==> src/rtl/lsr_pkg.sv <==
package lsr_pkg;

   localparam int HOST_W = 16;
   localparam int SEL_W  = 4;

   typedef enum logic [SEL_W-1:0] {
      SEL_VMAX    = 4'd0,
      SEL_VMIN    = 4'd1,
      SEL_TMAX    = 4'd2,
      SEL_TMIN    = 4'd3,
      SEL_RUN_LO  = 4'd4,
      SEL_RUN_HI  = 4'd5,
      SEL_TACC_LO = 4'd6,
      SEL_TACC_HI = 4'd7,
      SEL_LACC_LO = 4'd8,
      SEL_LACC_HI = 4'd9
   } lsr_sel_e;

   typedef struct packed {
      logic [3:0] trk_ld;   // vmax, vmin, tmax, tmin (bit order = sel code)
      logic       run_wr;
      logic       tacc_wr;
      logic       lacc_wr;
      logic       hi_half;
   } lsr_wr_dec_t;

endpackage

==> src/rtl/lsr_wr_decode.sv <==
module lsr_wr_decode
   import lsr_pkg::*;
(
   input  logic             wr_en,
   input  logic [SEL_W-1:0] wr_sel,
   output lsr_wr_dec_t      dec
);

   always_comb begin
      dec = '0;
      if (wr_en) begin
         case (wr_sel)
            SEL_VMAX:    dec.trk_ld[0] = 1'b1;
            SEL_VMIN:    dec.trk_ld[1] = 1'b1;
            SEL_TMAX:    dec.trk_ld[2] = 1'b1;
            SEL_TMIN:    dec.trk_ld[3] = 1'b1;
            SEL_RUN_LO:  dec.run_wr    = 1'b1;
            SEL_RUN_HI:  begin dec.run_wr  = 1'b1; dec.hi_half = 1'b1; end
            SEL_TACC_LO: dec.tacc_wr   = 1'b1;
            SEL_TACC_HI: begin dec.tacc_wr = 1'b1; dec.hi_half = 1'b1; end
            SEL_LACC_LO: dec.lacc_wr   = 1'b1;
            SEL_LACC_HI: begin dec.lacc_wr = 1'b1; dec.hi_half = 1'b1; end
            default:     dec = '0;
         endcase
      end
   end

endmodule

==> src/rtl/lsr_extreme_track.sv <==
module lsr_extreme_track #(
   parameter int           W         = 16,
   parameter bit           TRACK_MAX = 1'b1,
   parameter logic [W-1:0] RST_VAL   = '0
) (
   input  logic         clk,
   input  logic         rst_n,
   input  logic         smp_stb,
   input  logic [W-1:0] smp_val,
   input  logic         ld_en,
   input  logic [W-1:0] ld_val,
   output logic [W-1:0] ext_q
);

   generate
      if (W < 2) begin : g_bad_w
         $error("lsr_extreme_track: W must be at least 2");
      end
   endgenerate

   logic take;

   generate
      if (TRACK_MAX) begin : g_max
         assign take = smp_stb && (smp_val > ext_q);
      end else begin : g_min
         assign take = smp_stb && (smp_val < ext_q);
      end
   endgenerate

   always_ff @(posedge clk) begin
      if (!rst_n)     ext_q <= RST_VAL;
      else if (ld_en) ext_q <= ld_val;
      else if (take)  ext_q <= smp_val;
   end

   AST_LOAD_WINS: assert property (@(posedge clk) disable iff (!rst_n)
      ld_en |=> ext_q == $past(ld_val));

   AST_HOLD_IDLE: assert property (@(posedge clk) disable iff (!rst_n)
      (!ld_en && !smp_stb) |=> $stable(ext_q));

   generate
      if (TRACK_MAX) begin : g_chk_max
         AST_MAX_MONO: assert property (@(posedge clk) disable iff (!rst_n)
            !ld_en |=> ext_q >= $past(ext_q));
         AST_MAX_TAKES: assert property (@(posedge clk) disable iff (!rst_n)
            (!ld_en && smp_stb && smp_val > ext_q) |=> ext_q == $past(smp_val));
      end else begin : g_chk_min
         AST_MIN_MONO: assert property (@(posedge clk) disable iff (!rst_n)
            !ld_en |=> ext_q <= $past(ext_q));
         AST_MIN_TAKES: assert property (@(posedge clk) disable iff (!rst_n)
            (!ld_en && smp_stb && smp_val < ext_q) |=> ext_q == $past(smp_val));
      end
   endgenerate

endmodule

==> src/rtl/lsr_sat_accum.sv <==
module lsr_sat_accum #(
   parameter int CNT_W  = 24,
   parameter int INC_W  = 1,
   parameter int HALF_W = 16
) (
   input  logic              clk,
   input  logic              rst_n,
   input  logic              add_en,
   input  logic [INC_W-1:0]  add_val,
   input  logic              wr_en,
   input  logic              wr_hi,
   input  logic [HALF_W-1:0] wr_data,
   output logic [CNT_W-1:0]  cnt_q
);

   localparam int LO_W  = HALF_W;
   localparam int HI_W  = CNT_W - HALF_W;
   localparam int SUM_W = CNT_W + 1;

   generate
      if (CNT_W <= HALF_W || CNT_W > 2 * HALF_W) begin : g_bad_cnt
         $error("lsr_sat_accum: CNT_W must span exactly two halves");
      end
      if (INC_W < 1 || INC_W > CNT_W) begin : g_bad_inc
         $error("lsr_sat_accum: INC_W out of range");
      end
   endgenerate

   logic [CNT_W-1:0] add_res;
   logic [CNT_W-1:0] wr_res;

   // Increment variant: a unit step only has to spot all-ones;
   // a wide addend needs the carry out of an extended sum.
   generate
      if (INC_W == 1) begin : g_unit
         assign add_res = (&cnt_q) ? cnt_q : cnt_q + CNT_W'(add_val);
      end else begin : g_wide
         logic [SUM_W-1:0] sum;
         assign sum     = {1'b0, cnt_q} + SUM_W'(add_val);
         assign add_res = sum[CNT_W] ? {CNT_W{1'b1}} : sum[CNT_W-1:0];
      end
   endgenerate

   assign wr_res = wr_hi ? {wr_data[HI_W-1:0], cnt_q[LO_W-1:0]}
                         : {cnt_q[CNT_W-1:LO_W], wr_data};

   always_ff @(posedge clk) begin
      if (!rst_n)      cnt_q <= '0;
      else if (wr_en)  cnt_q <= wr_res;
      else if (add_en) cnt_q <= add_res;
   end

   AST_NO_WRAP: assert property (@(posedge clk) disable iff (!rst_n)
      !wr_en |=> cnt_q >= $past(cnt_q));

   AST_SAT_HOLD: assert property (@(posedge clk) disable iff (!rst_n)
      (!wr_en && (&cnt_q)) |=> (&cnt_q));

   AST_IDLE_STABLE: assert property (@(posedge clk) disable iff (!rst_n)
      (!wr_en && !add_en) |=> $stable(cnt_q));

   AST_HI_KEEPS_LO: assert property (@(posedge clk) disable iff (!rst_n)
      (wr_en && wr_hi) |=> cnt_q[LO_W-1:0] == $past(cnt_q[LO_W-1:0]));

   AST_LO_KEEPS_HI: assert property (@(posedge clk) disable iff (!rst_n)
      (wr_en && !wr_hi) |=> cnt_q[CNT_W-1:LO_W] == $past(cnt_q[CNT_W-1:LO_W]));

   AST_WR_BEATS_ADD: assert property (@(posedge clk) disable iff (!rst_n)
      (wr_en && !wr_hi) |=> cnt_q[LO_W-1:0] == $past(wr_data));

endmodule

==> src/rtl/life_stats_recorder.sv <==
module life_stats_recorder
   import lsr_pkg::*;
#(
   parameter int                VOLT_W   = 16,
   parameter int                TEMP_W   = 16,
   parameter int                LVL_W    = 16,
   parameter int                RUN_W    = 24,
   parameter int                ACC_W    = 32,
   parameter logic [VOLT_W-1:0] VMAX_RST = 'h0000,
   parameter logic [VOLT_W-1:0] VMIN_RST = 'h1388,
   parameter logic [TEMP_W-1:0] TMAX_RST = 'h0980,
   parameter logic [TEMP_W-1:0] TMIN_RST = 'h0DCC
) (
   input  logic              clk,
   input  logic              rst_n,
   input  logic              volt_stb,
   input  logic [VOLT_W-1:0] volt_mv,
   input  logic              temp_stb,
   input  logic [TEMP_W-1:0] cell_temp,
   input  logic [LVL_W-1:0]  level,
   input  logic              minute_tick,
   input  logic              op_mode,
   input  logic              wr_en,
   input  logic [SEL_W-1:0]  wr_sel,
   input  logic [HOST_W-1:0] wr_data,
   output logic [VOLT_W-1:0] max_mv,
   output logic [VOLT_W-1:0] min_mv,
   output logic [TEMP_W-1:0] max_dk,
   output logic [TEMP_W-1:0] min_dk,
   output logic [RUN_W-1:0]  run_min,
   output logic [ACC_W-1:0]  temp_acc,
   output logic [ACC_W-1:0]  level_acc
);

   generate
      if (VOLT_W > HOST_W || TEMP_W > HOST_W) begin : g_bad_trk
         $error("life_stats_recorder: tracked widths must fit one host word");
      end
      if (TEMP_W > ACC_W || LVL_W > ACC_W) begin : g_bad_acc
         $error("life_stats_recorder: accumulator narrower than its addend");
      end
   endgenerate

   lsr_wr_dec_t dec;
   logic        count_en;

   assign count_en = minute_tick & op_mode;

   lsr_wr_decode u_dec (
      .wr_en  (wr_en),
      .wr_sel (wr_sel),
      .dec    (dec)
   );

   lsr_extreme_track #(.W(VOLT_W), .TRACK_MAX(1'b1), .RST_VAL(VMAX_RST)) u_vmax (
      .clk(clk), .rst_n(rst_n), .smp_stb(volt_stb), .smp_val(volt_mv),
      .ld_en(dec.trk_ld[0]), .ld_val(wr_data[VOLT_W-1:0]), .ext_q(max_mv));

   lsr_extreme_track #(.W(VOLT_W), .TRACK_MAX(1'b0), .RST_VAL(VMIN_RST)) u_vmin (
      .clk(clk), .rst_n(rst_n), .smp_stb(volt_stb), .smp_val(volt_mv),
      .ld_en(dec.trk_ld[1]), .ld_val(wr_data[VOLT_W-1:0]), .ext_q(min_mv));

   lsr_extreme_track #(.W(TEMP_W), .TRACK_MAX(1'b1), .RST_VAL(TMAX_RST)) u_tmax (
      .clk(clk), .rst_n(rst_n), .smp_stb(temp_stb), .smp_val(cell_temp),
      .ld_en(dec.trk_ld[2]), .ld_val(wr_data[TEMP_W-1:0]), .ext_q(max_dk));

   lsr_extreme_track #(.W(TEMP_W), .TRACK_MAX(1'b0), .RST_VAL(TMIN_RST)) u_tmin (
      .clk(clk), .rst_n(rst_n), .smp_stb(temp_stb), .smp_val(cell_temp),
      .ld_en(dec.trk_ld[3]), .ld_val(wr_data[TEMP_W-1:0]), .ext_q(min_dk));

   lsr_sat_accum #(.CNT_W(RUN_W), .INC_W(1), .HALF_W(HOST_W)) u_run (
      .clk(clk), .rst_n(rst_n), .add_en(count_en), .add_val(1'b1),
      .wr_en(dec.run_wr), .wr_hi(dec.hi_half), .wr_data(wr_data), .cnt_q(run_min));

   lsr_sat_accum #(.CNT_W(ACC_W), .INC_W(TEMP_W), .HALF_W(HOST_W)) u_tacc (
      .clk(clk), .rst_n(rst_n), .add_en(count_en), .add_val(cell_temp),
      .wr_en(dec.tacc_wr), .wr_hi(dec.hi_half), .wr_data(wr_data), .cnt_q(temp_acc));

   lsr_sat_accum #(.CNT_W(ACC_W), .INC_W(LVL_W), .HALF_W(HOST_W)) u_lacc (
      .clk(clk), .rst_n(rst_n), .add_en(count_en), .add_val(level),
      .wr_en(dec.lacc_wr), .wr_hi(dec.hi_half), .wr_data(wr_data), .cnt_q(level_acc));

   AST_DEC_ONEHOT: assert property (@(posedge clk) disable iff (!rst_n)
      $onehot0({dec.trk_ld, dec.run_wr, dec.tacc_wr, dec.lacc_wr}));

   AST_SLEEP_FREEZE: assert property (@(posedge clk) disable iff (!rst_n)
      (!op_mode && !wr_en) |=> ($stable(run_min) && $stable(temp_acc) && $stable(level_acc)));

   AST_RUN_STEP: assert property (@(posedge clk) disable iff (!rst_n)
      (count_en && !wr_en && !(&run_min)) |=> run_min == $past(run_min) + 1'b1);

   AST_UNUSED_SEL: assert property (@(posedge clk) disable iff (!rst_n)
      (wr_en && wr_sel > 4'd9 && !volt_stb && !temp_stb && !minute_tick)
      |=> ($stable(max_mv) && $stable(min_mv) && $stable(max_dk) && $stable(min_dk)
           && $stable(run_min) && $stable(temp_acc) && $stable(level_acc)));

endmodule

==> config.mk <==
export PLATFORM = sky130hd
export DESIGN_NAME = life_stats_recorder
export DESIGN_NICKNAME = d
export VERILOG_FILES = /design/src/rtl/lsr_pkg.sv /design/src/rtl/lsr_wr_decode.sv /design/src/rtl/lsr_extreme_track.sv /design/src/rtl/lsr_sat_accum.sv /design/src/rtl/life_stats_recorder.sv
export SDC_FILE = /design/constraint.sdc
export NUM_CORES = 1
export LEC_CHECK = 0
export BUFFER_PORTS_ARGS = -buffer_cell sky130_fd_sc_hd__buf_2
export CORE_MARGIN = 2
export CORE_UTILIZATION = 45
export CTS_CLUSTER_DIAMETER = 150
export DETAILED_ROUTE_END_ITERATION = 8
export PLACE_DENSITY = 0.68
export RECOVER_POWER = 25
export SLEW_MARGIN = 20
export SYNTH_ARGS = -nofsm -noshare
export SYNTH_HDL_FRONTEND = slang
export SYNTH_SLANG_ARGS = --single-unit
==> constraint.sdc <==
create_clock -name clk -period 5.9 [get_ports clk]
set_input_delay 0 -clock clk [delete_from_list [all_inputs] [get_ports clk]]
set_output_delay 0 -clock clk [all_outputs]
set_load 0.01 [all_outputs]
Yosys cells after proc, flatten, opt, wreduce, memory -nomap -nowiden:

Cells that the tools add are included.

* logic and storage cells: 85
* output and inout port bits: 152
* flip-flop bits (word level): 152
* input port bits: 75

* $add $sub $neg: 3
* muxes and demuxes: 28
* equal/unequal tests: 16
* bitwise gates (word level): 1
* reductions and logical operators: 23
* magnitude comparators: 4

Operators with widths (count)
* 32-bit two-way mux: 7
* 16-bit two-way mux: 8
* 24-bit two-way mux: 4
* 32-bit by 16-bit adder with 33-bit output: 2
* 16-bit greater-than comparator: 2
* 16-bit less-than comparator: 2
* 24-bit by 1-bit adder with 24-bit output, second input constant: 1
* 24-bit AND reduction: 1
* 4-bit by 3-bit == test with 1-bit output, second input constant: 4
* 2-bit != test, second input constant: 7
* 2-bit nonzero test: 7
* 4-bit by 2-bit == test with 1-bit output, second input constant: 2
* 4-bit == test, second input constant: 2
* 1-bit two-way mux: 8
* 8-bit two-way mux: 1
* 2-bit AND reduction: 4
* 3-bit AND reduction: 2
* 2-bit OR reduction: 3
* 4-bit by 1-bit == test with 1-bit output, second input constant: 1
* 1-bit logical AND: 4
* 4-bit logical NOT: 1
* 3-bit OR reduction: 1
* 1-bit bitwise AND: 1

Depth between registers and ports, before layout:

Gate-level depths: netlist (run 1).

* depth after elaboration: 6
* mapped depth: 12
* mapped depth without buffers: 9

Cells and area by module:

From an unflattened synthesis (run 1), not the netlist that was laid out.

* cell total of the unflattened synthesis: 1498
* area total of the unflattened synthesis: 12097.9 µm²

By module, submodules not included
* lsr_sat_accum at u_lacc ...: times used 2, sequential area each 640.6 µm², cells each 337, area each 2577.5 µm²
* lsr_sat_accum at u_run: times used 1, sequential area each 480.5 µm², cells each 222, area each 1756.7 µm²
* lsr_extreme_track at u_tmax: times used 1, sequential area each 320.3 µm², cells each 158, area each 1385.1 µm²
* lsr_extreme_track at u_vmax: times used 1, sequential area each 320.3 µm², cells each 165, area each 1341.3 µm²
* lsr_extreme_track at u_vmin: times used 1, sequential area each 320.3 µm², cells each 129, area each 1176.1 µm²
* lsr_extreme_track at u_tmin: times used 1, sequential area each 320.3 µm², cells each 135, area each 1173.6 µm²
* lsr_wr_decode: times used 1, sequential area each 0.0 µm², cells each 13, area each 100.1 µm²
* life_stats_recorder: times used 1, sequential area each 0.0 µm², cells each 2, area each 10.0 µm²

Least setup slack after synthesis (run 1):

OpenSTA, ideal clock, no wires.

* path kind: reg2reg
* from: reg u_lacc.cnt_q[0]
* to: reg u_lacc.cnt_q[25]
* cell stages (with the launch flop): 11
* arrival time: 2532 ps
* library setup time: 144 ps
* setup slack: 3225 ps
* buffers on the path: 1
* data required time: 5756 ps
* period minus slack after synthesis: 2675 ps
* cell sequence: dfxtp_1 ha_1 fa_1 a21o_1 a311oi_1 o2bb2ai_1 o311a_2 or2_1 buf_2 a311oi_1 a311oi_1

* cells in the longest elaborated chain, start to end: 4

RTL lines
* start, declared: RTL line lsr_sat_accum.sv:13 `output logic [CNT_W-1:0] cnt_q`
* start signal, assigned: RTL line lsr_sat_accum.sv:49 `else if (wr_en) cnt_q <= wr_res;`
* start signal, assigned: RTL line lsr_sat_accum.sv:50 `else if (add_en) cnt_q <= add_res;`
* 32-bit by 16-bit adder with 33-bit output: RTL line lsr_sat_accum.sv:39 `assign sum = {1'b0, cnt_q} + SUM_W'(add_val);`
* 32-bit two-way mux: RTL line lsr_sat_accum.sv:40 `assign add_res = sum[CNT_W] ? {CNT_W{1'b1}} : sum[CNT_W-1:0];`
* 32-bit two-way mux: RTL line lsr_sat_accum.sv:50
* 32-bit two-way mux: RTL line lsr_sat_accum.sv:49

Every way passes these cells. The select of a mux whose other input is x is not followed.
A chain may end at the register's enable or synchronous reset.

Worst setup path after layout (run 1):

* from: reg u_tmax.ext_q[3]
* to: reg u_tmax.ext_q[10]

* cells in the longest elaborated chain, start to end: 3

RTL lines
* start, declared: RTL line lsr_extreme_track.sv:12 `output logic [W-1:0] ext_q`
* start signal, assigned: RTL line lsr_extreme_track.sv:33 `else if (ld_en) ext_q <= ld_val;`
* start signal, assigned: RTL line lsr_extreme_track.sv:34 `else if (take) ext_q <= smp_val;`
* 16-bit greater-than comparator: RTL line lsr_extreme_track.sv:25 `assign take = smp_stb && (smp_val > ext_q);`
* 1-bit logical AND: RTL line lsr_extreme_track.sv:25
* 2-bit nonzero test (no source line)

Every way passes these cells.

==> implementation parameters, run 1 <==
Parameter                              Value

Outcome
  Run status    completed

Timing
  Ratio of final minimum period to clock period    0.576
  Slew of the pin with the lowest slew margin    roughly 1100 ps
  Relative max-transition margin    0.244
  Pins over their slew limit    0
  Unrepaired setup endpoints after global routing    false
  Fmax    just under 300 MHz
  Clock Skews    around 9.7 ps
  Summed negative setup slack over all endpoints    0 ps
  Minimum clock period after layout    3400 ps
  Smallest setup slack after layout    ~2500 ps
  Total of endpoints with negative setup slack in the final report    0
  Final number of hold-violating endpoints    0

Synthesis
  Multiplexer share of the synthesized area    0.0650
  Count of state elements after synthesis    roughly 150
  Most instantiated flip-flop cell in the synthesis netlist    dfxtp_1
  Adder and majority cell fraction of the synthesized area    0.110
  Post-synth EDFFs    0
  Fraction of the yosys area taken by sequential cells    0.273
  Combinational family with the most area after synthesis    compound AO/OA/AOI/OAI gates
  Area share of xor/xnor cells in the synthesized design    0.0228
  Synth Area in Simple Gates    0.170
  Post-synth ARST share    0
  Cell area after synthesis    between 10,000 and 15,000 um2
  Number of warning messages in the yosys log    0
  Mapped Cells    between 1,000 and 1,500
  Average instance area after synthesis    7.91 um2
  Net count after synthesis    about 1,600
  Fraction of the mapped netlist area in compound gates    0.297
  Number of different library cells in the post-synthesis netlist    between 80 and 90

CTS
  Clock tree buffer depth    2
  CTS clock-pin slew for the worst setup and hold paths    70 ps
  Clock insertion delay at the later pin of the skew report    approximately 430 ps
  Count of hold buffers inserted by post-cts repair    between 40 and 50
  Clock root cell    clkbuf_16
  TritonCTS clock tree    yes
  Number of gates resized after CTS    0
  CTS sink count    152
  Number of setup buffers added after CTS    0
  TritonCTS Buffers    17
  H-tree levels    4

Power and ir drop
  Power Internal    between 2000 and 2500 uW
  PwrDens    about 230 nW/um2
  Share of total power in the clock network    0.364
  P_sw    1030 uW
  Peak supply drop    172 uV
  Switching part of the total    0.333
  Sequential share of power    0.376
  Reported leakage power    0.00561 uW
  Power share of the combinational group    0.259

Critical path
  Critical path capture point type    flop
  Worst path cell trace    inv_1 -> ha_1 -> a21o_1 -> a21oi_1 -> a21oi_1 -> o31a_1 -> o211ai_2 -> mux2i_1 -> o21ai_1 -> dlygate4sd3_1
  Worst Path Arrival    3700 ps
  Cell type with the highest occurrence count on the critical path    a21oi_1
  Largest delay share family, worst path    compound AO/OA/AOI/OAI gates
  Total buffers and inverters traversed by the critical path    2
  Top fanout value on the critical path    16
  Delay of the slowest cell on the worst path    just under 900 ps
  Standard cell with the maximum stage delay on the critical path    o211ai_2
  Critical path class    flop to flop
  Worst Setup Start Kind    flop
  Worst path required time    around 6200 ps

Die
  Full die area    ~26,000 um2
  Area of the core    24,300 um2
  Die Span X    161 um
  Number of ports placed on the die boundary    227
  Die extent in y    161 um
  Cell Rows    between 50 and 60
  Initial Util    0.458

Detailed routing
  Iteration-0 DRC count of the detailed router    roughly 1,100
  Remaining antenna violation count    0
  First drt pass iteration count    5
  Final WL    between 40,000 and 50,000 um
  Avg WL per Cell    slightly above 20 um
  Number of DRC violations after detailed routing    0
  Per-cell via count in the routed design    6.11
  Detailed-route via count    ~12,000

Place
  Worst slack, placed    about 2500 ps
  HPWL Detailed    28,300 um
  Total of buffers placed on input and output ports    approximately 230
  Final Wtd Congestion    between 0.9 and 1

GRT
  Maximum number of pins on one net before global-route repair    48
  Number of antenna violations at the first check in global routing    2
  Overflow left after global routing    0
  Number of global-route vias before repair    ~11,000
  Global-route wire length before repair    60,900 um
  All-layer global routing usage    0.298

Run
  Count of maximum capacitance violations    0

Final layout
  Filler cells    ~2,300
  Number of nets in the final layout    1,799
  Layout-stage area growth over the synthesis result    20.0%
  Share of final-layout standard cells stronger than drive strength 1    0.150

Min path
  Worst Hold Class    input port to flop
==> cell usage in the layout (no fill, tap or decap), types with 6 or more instances in the layout <==
master	count
a2111oi_2	7
a211oi_1	40
a211oi_2	6
a21o_1	30
a21oi_1	158
a22o_1	8
a311oi_1	9
a31oi_1	22
and2_1	14
and3_1	21
and4_1	10
buf_2	150
buf_4	12
clkbuf_1	76
clkbuf_16	17
dfxtp_1	152
dlygate4sd3_1	45
ha_1	95
inv_1	85
mux2_2	16
mux2i_1	52
nand2_1	117
nand3_1	43
nand4_1	15
nor2_1	82
nor3_1	47
o211ai_1	10
o21a_1	13
o21ai_0	60
o21ai_1	49
o21bai_1	7
o221ai_1	6
o22ai_1	8
o32ai_1	10
or3_1	6
xnor2_1	14
xor2_1	15
==> sequential cells by signal (all words and copies together) (netlist names) <==
name	count
u_vmax.ext_q	16
u_tacc.cnt_q	32
u_tmax.ext_q	16
u_run.cnt_q	24
u_tmin.ext_q	16
u_lacc.cnt_q	32
u_vmin.ext_q	16
==> power groups by stage <==
stage	logic, uW	registers (uW)	clock network (uW)
after global routing	878	1170	1180
after global placement	756	1180	0
after CTS	800	1160	1130
final	800	1160	1120
after floorplan	494	1190	0
after detailed placement	769	1180	0
==> cells by family after synthesis <==
family                     after synthesis
buffers and inverters                  169
adders and majority gates               97
AOI/OAI and AO/OA                      501
muxes                                   70
xor gates and xnor gates                29
DFF                                    152
and+or+nand+nor                        390
==> per-layer routing <==
metal,track usage,share of wire,vias to the layer above
li1,-,-,5655
met1,0.400,0.43,5669
met2,0.478,0.45,576
met3,0.0444,0.075,109
met4,0.125,0.041,0
met5,0,0,-
==> per-stage QoR <==
stage | utilization | instance area (um2) | hold slack, ps | cells | total power, uW
final | 0.549 | 13400 | 17.3 | 1966 | 3090
after CTS | 0.553 | 13400 | 0.312 | 1964 | 3090
after global routing | 0.549 | 13400 | 16.2 | 1965 | 3220
after detailed placement | 0.510 | 12400 | 347 | 1887 | 1950
after global placement | 0.510 | 12400 | 337 | 1887 | 1930
after floorplan | - | 11100 | 109 | 1408 | 1690
==> cell type report <==
| cell class | count | area (um2) | area share |
|---|---|---|---|
| well taps | 324 | 405 | 0.0303 |
| diodes | 2 | 5.00 | 0.000375 |
| repair buffers | 283 | 1580 | 0.118 |
| multi-input cells | 1087 | 7410 | 0.555 |
| clock buffers | 19 | 453 | 0.0339 |
| clock inverters | 13 | 144 | 0.0108 |
| flip-flops and latches | 152 | 3040 | 0.228 |
| inverters | 86 | 323 | 0.0242 |
==> worst paths after layout <==
| path | end | startpoint | cells past startpoint | slack (ps) |
|---|---|---|---|---|
| setup / recovery | u_tmax.ext_q[10]$_SDFFE_PN0P_ | u_tmax.ext_q[3]$_SDFFE_PN0P_ | 10 | 2500 |
| hold / removal | u_tmax.ext_q[9]$_SDFFE_PN0P_ | cell_temp[9] | 3 | 20 |
| setup reg to reg | u_tmax.ext_q[10]$_SDFFE_PN0P_ | u_tmax.ext_q[3]$_SDFFE_PN0P_ | 10 | 2500 |
| hold reg to reg | u_lacc.cnt_q[15]$_SDFFE_PN0P_ | u_lacc.cnt_q[15]$_SDFFE_PN0P_ | 2 | 480 |
==> worst reg2reg max path, delay by kind of cell (launching register included) <==
kind	cells	cell delay [ps]
AO/OA/AOI/OAI	6	1680
adder cells (fa/ha/maj)	1	290
buffers and inverters	2	630
flip-flops	1	390
multiplexers	1	290
==> synthesized netlist by cell type, types with 6 or more instances <==
library cell / instances / share of area
a2111oi_2: 7 / 0.0094
a211oi_1: 40 / 0.027
a211oi_2: 6 / 0.0067
a21o_1: 30 / 0.020
a21oi_1: 158 / 0.071
a22o_1: 8 / 0.0063
a311oi_1: 9 / 0.0071
a31oi_1: 22 / 0.012
and2_1: 14 / 0.0079
and3_1: 21 / 0.012
and4_1: 10 / 0.0079
buf_1: 7 / 0.0024
buf_2: 15 / 0.0067
clkbuf_1: 56 / 0.019
dfxtp_1: 152 / 0.27
ha_1: 95 / 0.11
inv_1: 85 / 0.029
mux2_2: 16 / 0.016
mux2i_1: 52 / 0.047
nand2_1: 117 / 0.039
nand3_1: 43 / 0.019
nand4_1: 15 / 0.0084
nor2_1: 83 / 0.028
nor3_1: 47 / 0.021
o211ai_1: 10 / 0.0067
o21a_1: 13 / 0.0088
o21ai_0: 61 / 0.027
o21ai_1: 48 / 0.022
o21bai_1: 7 / 0.0047
o221ai_1: 6 / 0.0047
o22ai_1: 8 / 0.0045
o32ai_1: 10 / 0.0079
or3_1: 6 / 0.0034
xnor2_1: 14 / 0.011
xor2_1: 15 / 0.012
Power figures use the tool's default switching activity.
==> inputs of run 2 (changes only) <==
Settings changed: PLACE_DENSITY 0.68 to 0.7.
Clock period 5.9 ns to 2.8 ns, I/O delays scaled along.
==> run 2 against run 1 <==
  * Global-route usage rose by 1.2 points
  * Flip-flop and latch count unchanged
  * Non-clock buffer count up 32
  * Cell area grew 2.6%
  * Combinational power rose by 120%
  * Critical path type unchanged
==> implementation parameters, run 2 (synthesized netlist as in run 1, its figures left out) <==
Parameter                              Value

GRT
  Overflow left after global routing    0 (unchanged)
  Maximum number of pins on one net before global-route repair    36 (was 48)
  Global-route wire length before repair    63,500 um (was 60,900 um)
  Number of antenna violations at the first check in global routing    2 (unchanged)
  All-layer global routing usage    0.309 (was 0.298)
  Number of global-route vias before repair    11,273 (was 10,876)

Detailed routing
  Iteration-0 DRC count of the detailed router    938 (was 1,091)
  Detailed-route via count    12,206 (was 12,009)
  First drt pass iteration count    5 (unchanged)
  Number of DRC violations after detailed routing    0 (unchanged)
  Remaining antenna violation count    0 (unchanged)
  Per-cell via count in the routed design    6.11 (about the same)
  Avg WL per Cell    20.6 um (about the same)
  Final WL    41,200 um (was 40,500 um)

Power and ir drop
  Reported leakage power    0.00581 uW (was 0.00561 uW)
  Switching part of the total    0.324 (was 0.333)
  Power Internal    4520 uW (was 2060 uW)
  Share of total power in the clock network    0.372 (was 0.364)
  Total Power    6680 uW (was 3090 uW)
  PwrDens    487 nW/um2 (was 231 nW/um2)
  Power share of the combinational group    0.262 (was 0.259)
  Sequential share of power    0.366 (was 0.376)
  Peak supply drop    332 uV (was 172 uV)
  P_sw    2160 uW (was 1030 uW)

CTS
  TritonCTS clock tree    yes (unchanged)
  Clock insertion delay at the later pin of the skew report    430 ps (about the same)
  H-tree levels    4 (unchanged)
  TritonCTS Buffers    17 (unchanged)
  CTS sink count    152 (unchanged)
  Clock tree buffer depth    2 (unchanged)
  Clock root cell    clkbuf_16 (unchanged)
  CTS clock-pin slew for the worst setup and hold paths    60 ps (was 70 ps)

Final layout
  Registers with the most flip-flops    u_lacc.cnt_q (32), u_tacc.cnt_q (32), u_run.cnt_q (24) (unchanged)
  Share of final-layout standard cells stronger than drive strength 1    0.177 (was 0.150)
  Layout-stage area growth over the synthesis result    23.1% (was 20.0%)
  Number of nets in the final layout    1,831 (was 1,799)
  Most common cell after layout, fill and taps aside    a21oi_1 (unchanged)
  Core occupancy in the finished layout    0.564 (was 0.549)
  Most used cells in the layout excluding fill and tap cells    157 x a21oi_1, 152 x buf_2, 152 x dfxtp_1 (was 158 x a21oi_1, 152 x dfxtp_1, 150 x buf_2)

Critical path
  Critical path class    flop to flop (unchanged)
  Beginning of the worst register-to-register path    u_lacc.cnt_q[0]$_SDFFE_PN0P_ (was u_tmax.ext_q[3]$_SDFFE_PN0P_)
  Worst path required time    3090 ps (was 6210 ps)
  Critical Path End    u_lacc.cnt_q[25]$_SDFFE_PN0P_ (was u_tmax.ext_q[10]$_SDFFE_PN0P_)
  R2r endpoint    u_lacc.cnt_q[25]$_SDFFE_PN0P_ (was u_tmax.ext_q[10]$_SDFFE_PN0P_)
  Standard cell with the maximum stage delay on the critical path    fa_1 (was o211ai_2)
  Worst path cell trace    ha_1 -> fa_1 -> a21o_1 -> a311oi_2 -> o2bb2ai_2 -> o311a_4 -> or2_4 -> a311oi_1 -> a311oi_1 (was inv_1 -> ha_1 -> a21o_1 -> a21oi_1 -> a21oi_1 -> o31a_1 -> o211ai_2 -> mux2i_1 -> o21ai_1 -> dlygate4sd3_1)
  Register-to-register path setup slack    150 ps (was 2500 ps)
  Cell type with the highest occurrence count on the critical path    a311oi_1 (was a21oi_1)
  Worst setup startpoint    u_lacc.cnt_q[0]$_SDFFE_PN0P_ (was u_tmax.ext_q[3]$_SDFFE_PN0P_)
  Worst Setup Start Kind    flop (unchanged)
  Critical path capture point type    flop (unchanged)
  Worst Path Arrival    2950 ps (was 3700 ps)
  Count of cells along the worst register-to-register path    9 (was 10)
  Top fanout value on the critical path    8 (was 16)
  Delay of the slowest cell on the worst path    390 ps (was 890 ps)

Timing
  Smallest setup slack after layout    145 ps (was 2500 ps)
  Fmax    377 MHz (was 294 MHz)
  Total of endpoints with negative setup slack in the final report    0 (unchanged)
  Pins over their slew limit    0 (unchanged)
  Relative max-transition margin    0.347 (was 0.244)
  Ratio of final minimum period to clock period    0.948 (was 0.576)
  Final number of hold-violating endpoints    0 (unchanged)
  Clock Skews    11.9 ps (was 9.68 ps)
  Slew of the pin with the lowest slew margin    976 ps (was 1130 ps)
  Minimum clock period after layout    2650 ps (was 3400 ps)

Place
  Worst slack, placed    -10.4 ps (was 2550 ps)
  Total of buffers placed on input and output ports    226 (unchanged)
  Final Wtd Congestion    0.960 (was 0.921)
  HPWL Detailed    29,600 um (was 28,300 um)

Die
  Cell Rows    57 (unchanged)
  Area of the core    24,300 um2 (unchanged)
  Die extent in y    161 um (unchanged)
  Die Span X    161 um (unchanged)
  Number of ports placed on the die boundary    227 (unchanged)
  Full die area    26,000 um2 (unchanged)
  Initial Util    0.458 (unchanged)

Outcome
  Run status    completed (unchanged)

Run
  Count of maximum capacitance violations    0 (unchanged)

Min path
  Worst Hold Class    input port to flop (unchanged)
[run 2: repair_timing]
action,CTS,global route
hold endpoints to repair,51,0
setup buffers,0,1
resized for setup,2,14
endpoints found under the setup margin,13,42
pin swaps,0,1
hold buffers,37,0
[run 2: cell type report]
type	instances	area (um2)
fillers	2320	10600
multi-input cells	1087	7480
flip-flops and latches	152	3040
repair buffers	315	1820
clock buffers	19	443
well taps	324	405
inverters	86	323
clock inverters	12	176
diodes	2	5.00
[run 2: metrics by stage]
step / instance area (um2) / setup TNS [ps] / hold WS [ps] / std cells
finish: 13700 / 0 / 6.37 / 1997
global route: 13700 / -78.7 / 0.828 / 1997
CTS: 13700 / 0 / 0.00308 / 1994
detailed placement: 12700 / -30.6 / 340 / 1926
global placement: 12700 / 0 / 334 / 1926
floorplan: 11100 / 0 / 109 / 1408
[run 2: critical path, delay by kind of cell (launching register included)]
family	cells	cell delay, ps
AO/OA/AOI/OAI	6	1290
AND/OR/NAND/NOR	1	310
adder cells (fa/ha/maj)	2	610
flip-flops	1	320
[run 2: power groups by stage]
stage | logic [uW] | registers (uW) | clock network, uW
after floorplan | 1040 | 2510 | 0
after detailed placement | 1680 | 2480 | 0
after global routing | 1930 | 2450 | 2590
after CTS | 1730 | 2430 | 2510
final | 1750 | 2440 | 2490
after global placement | 1650 | 2470 | 0
[run 2: worst min path at each step]
stage | start | to | slack (ps) | cells past startpoint
6_report | level[0] | u_lacc.cnt_q[0]$_SDFFE_PN0P_ | 6 | 4
3_3_place_gp | volt_mv[11] | u_vmax.ext_q[11]$_SDFFE_PN0P_ | 330 | 3
2_1_floorplan | wr_data[1] | u_tmax.ext_q[1]$_SDFFE_PN0P_ | 110 | 2
4_1_cts | wr_data[10] | u_vmax.ext_q[10]$_SDFFE_PN0P_ | 0.003 | 3
3_5_place_dp | volt_mv[10] | u_vmax.ext_q[10]$_SDFFE_PN0P_ | 340 | 3
5_1_grt | cell_temp[2] | u_tmax.ext_q[2]$_SDFFE_PN0P_ | 0.8 | 3
[run 2: per-layer routing]
layer	GRT usage	up-vias	wire (um)
met5	0	-	0
met4	0.137	0	1690
met3	0.0516	102	3340
met2	0.495	584	18700
met1	0.410	5783	17500
li1	-	5737	-
==> inputs of run 3 (changes only) <==
Settings changed: CTS_BUF_LIST from default to sky130_fd_sc_hd__clkbuf_4 sky130_fd_sc_hd__clkbuf_8, SLEW_MARGIN 20 to default.
==> run 3 against run 2 <==
  * Cell count rose by 1.6%
  * Highest routed layer unchanged
  * Largest power group is now sequential cells
  * Hold slack improved by 57 ps
  * Critical path type unchanged
  * Critical path depth rose by 2
==> implementation parameters, run 3 (synthesized netlist as in run 1, its figures left out) <==
Parameter                              Value

Place
  Final Wtd Congestion    0.960 (unchanged)
  Worst slack, placed    -10.4 ps (unchanged)
  HPWL Detailed    29,600 um (unchanged)
  Post-place instance area    12,700 um2 (unchanged)
  Total of buffers placed on input and output ports    226 (unchanged)

Detailed routing
  Avg WL per Cell    20.6 um (about the same)
  Iteration-0 DRC count of the detailed router    1,111 (was 938)
  Number of DRC violations after detailed routing    0 (unchanged)
  Final WL    41,700 um (was 41,200 um)
  Detailed-route via count    12,362 (was 12,206)
  Remaining antenna violation count    0 (unchanged)
  Per-cell via count in the routed design    6.10 (was 6.11)
  First drt pass iteration count    6 (was 5)

Power and ir drop
  PwrDens    443 nW/um2 (was 487 nW/um2)
  Switching part of the total    0.342 (was 0.324)
  P_sw    2110 uW (was 2160 uW)
  Reported leakage power    0.00614 uW (was 0.00581 uW)
  Power share of the combinational group    0.295 (was 0.262)
  Power Internal    4060 uW (was 4520 uW)
  Peak supply drop    238 uV (was 332 uV)
  Share of total power in the clock network    0.310 (was 0.372)
  Sequential share of power    0.395 (was 0.366)

Min path
  Worst Hold Class    input port to flop (unchanged)

Critical path
  Standard cell with the maximum stage delay on the critical path    dlygate4sd3_1 (was fa_1)
  Worst Setup Start Kind    flop (unchanged)
  Worst path cell trace    inv_1 -> ha_1 -> a21o_1 -> a21oi_1 -> nor3_1 -> a211oi_1 -> a31oi_2 -> buf_6 -> mux2i_1 -> o21ai_0 -> dlygate4sd3_1 (was ha_1 -> fa_1 -> a21o_1 -> a311oi_2 -> o2bb2ai_2 -> o311a_4 -> or2_4 -> a311oi_1 -> a311oi_1)
  Critical path class    flop to flop (unchanged)
  Worst Path Arrival    3100 ps (was 2950 ps)
  Critical path capture point type    flop (unchanged)
  Worst path required time    3150 ps (was 3090 ps)
  Delay of the slowest cell on the worst path    590 ps (was 390 ps)
  Largest delay share family, worst path    compound AO/OA/AOI/OAI gates (unchanged)
  Top fanout value on the critical path    5 (was 8)
  Total buffers and inverters traversed by the critical path    3 (was 0)

GRT
  Number of antenna violations at the first check in global routing    2 (unchanged)
  Overflow left after global routing    0 (unchanged)
  Global-route wire length before repair    64,400 um (was 63,500 um)
  Maximum number of pins on one net before global-route repair    36 (unchanged)
  Number of global-route vias before repair    11,443 (was 11,273)
  All-layer global routing usage    0.313 (was 0.309)

Die
  Number of ports placed on the die boundary    227 (unchanged)
  Die extent in y    161 um (unchanged)
  Die Span X    161 um (unchanged)
  Full die area    26,000 um2 (unchanged)
  Initial Util    0.458 (unchanged)
  Cell Rows    57 (unchanged)
  Area of the core    24,300 um2 (unchanged)

Timing
  Minimum clock period after layout    2750 ps (was 2650 ps)
  Fmax    363 MHz (was 377 MHz)
  Final number of hold-violating endpoints    0 (unchanged)
  Pins over their slew limit    0 (unchanged)
  Relative max-transition margin    0.359 (was 0.347)
  Smallest setup slack after layout    48.7 ps (was 145 ps)
  Total of endpoints with negative setup slack in the final report    0 (unchanged)
  Ratio of final minimum period to clock period    0.983 (was 0.948)
  Slew of the pin with the lowest slew margin    958 ps (was 976 ps)
  Clock Skews    18.7 ps (was 11.9 ps)
  Unrepaired setup endpoints after global routing    true

CTS
  TritonCTS clock tree    yes (unchanged)
  CTS clock-pin slew for the worst setup and hold paths    90 ps (was 60 ps)
  H-tree levels    4 (unchanged)
  Clock root cell    clkbuf_8 (was clkbuf_16)
  Clock tree buffer depth    2 (unchanged)
  TritonCTS Buffers    17 (unchanged)
  Clock insertion delay at the later pin of the skew report    470 ps (was 430 ps)
  CTS sink count    152 (unchanged)

Final layout
  Most used cells in the layout excluding fill and tap cells    226 x buf_2, 157 x a21oi_1, 149 x dfxtp_1 (was 157 x a21oi_1, 152 x buf_2, 152 x dfxtp_1)
  Layout-stage area growth over the synthesis result    25.0% (was 23.1%)
  Share of final-layout standard cells stronger than drive strength 1    0.223 (was 0.177)
  Filler cells    2,254 (was 2,320)
  Registers with the most flip-flops    u_lacc.cnt_q (32), u_tacc.cnt_q (32), u_run.cnt_q (24) (unchanged)
  Number of nets in the final layout    1,861 (was 1,831)
  Post-route cell area    13,900 um2 (was 13,700 um2)
  Most common cell after layout, fill and taps aside    buf_2 (was a21oi_1)

Outcome
  Run status    completed (unchanged)

Run
  Count of maximum capacitance violations    0 (unchanged)
## run 3: changes by cell type in the layout (fill, tap and decap cells not counted), sizes merged
cell         delta
buf            +77
clkbuf         -74
diode           +1
dlygate4sd3    +27
## run 3: what timing repair did
action	in CTS	in global routing
setup endpoints to repair	13	56
cloned	0	1
pin swaps	0	4
hold buffers	64	0
resized for setup	2	23
hold endpoints to repair	64	0
buffers inserted	0	3
## run 3: final cells by class
cell class	count	area [um2]	area share
multi-input cells	1087	7490	0.538
clock buffers	19	255	0.0183
repair buffers	345	2220	0.159
inverters	86	323	0.0232
flip-flops and latches	152	3050	0.219
diodes	3	7.51	0.000539
clock inverters	12	176	0.0127
well taps	324	405	0.0291
## run 3: path summary, 6_finish.rpt
check	startpoint	end	slack (ps)	cells past startpoint
worst max-delay path	u_vmax.ext_q[6]$_SDFFE_PN0P_	u_vmax.ext_q[4]$_SDFFE_PN0P_	50	11
worst min-delay path	wr_data[8]	u_tmax.ext_q[8]$_SDFFE_PN1P_	60	3
worst max register to register	u_vmax.ext_q[6]$_SDFFE_PN0P_	u_vmax.ext_q[4]$_SDFFE_PN0P_	50	11
worst min register to register	u_tacc.cnt_q[7]$_SDFFE_PN0P_	u_tacc.cnt_q[7]$_SDFFE_PN0P_	480	2
## run 3: tightest hold or removal path, stage by stage
cell and delay, ps:
buf_2 240, nor2_1 170, a21oi_1 50
## run 3: routing by layer
metal,vias to the layer above,wire length [um],track usage
met5,-,0,0
met4,0,1620,0.133
met3,108,2920,0.0398
met2,556,19300,0.511
met1,5909,17900,0.417
li1,5789,-,-
## run 3: stage by stage
stage	instances	hold slack [ps]	TNS, ps	util	total power (uW)
after floorplan	1408	109	0	-	3550
after global placement	1926	334	0	0.523	4120
after detailed placement	1926	340	-30.6	0.523	4160
after CTS	2021	28.4	0	0.567	6120
after global routing	2027	38.8	-1300	0.572	6450
final	2028	63.2	0	0.572	6170
## run 3: power groups by stage
stage / logic [uW] / clock network [uW] / registers [uW]
finish: 1820 / 1910 / 2440
global route: 2000 / 2000 / 2450
CTS: 1770 / 1920 / 2430
detailed placement: 1680 / 0 / 2480
global placement: 1650 / 0 / 2470
floorplan: 1040 / 0 / 2510
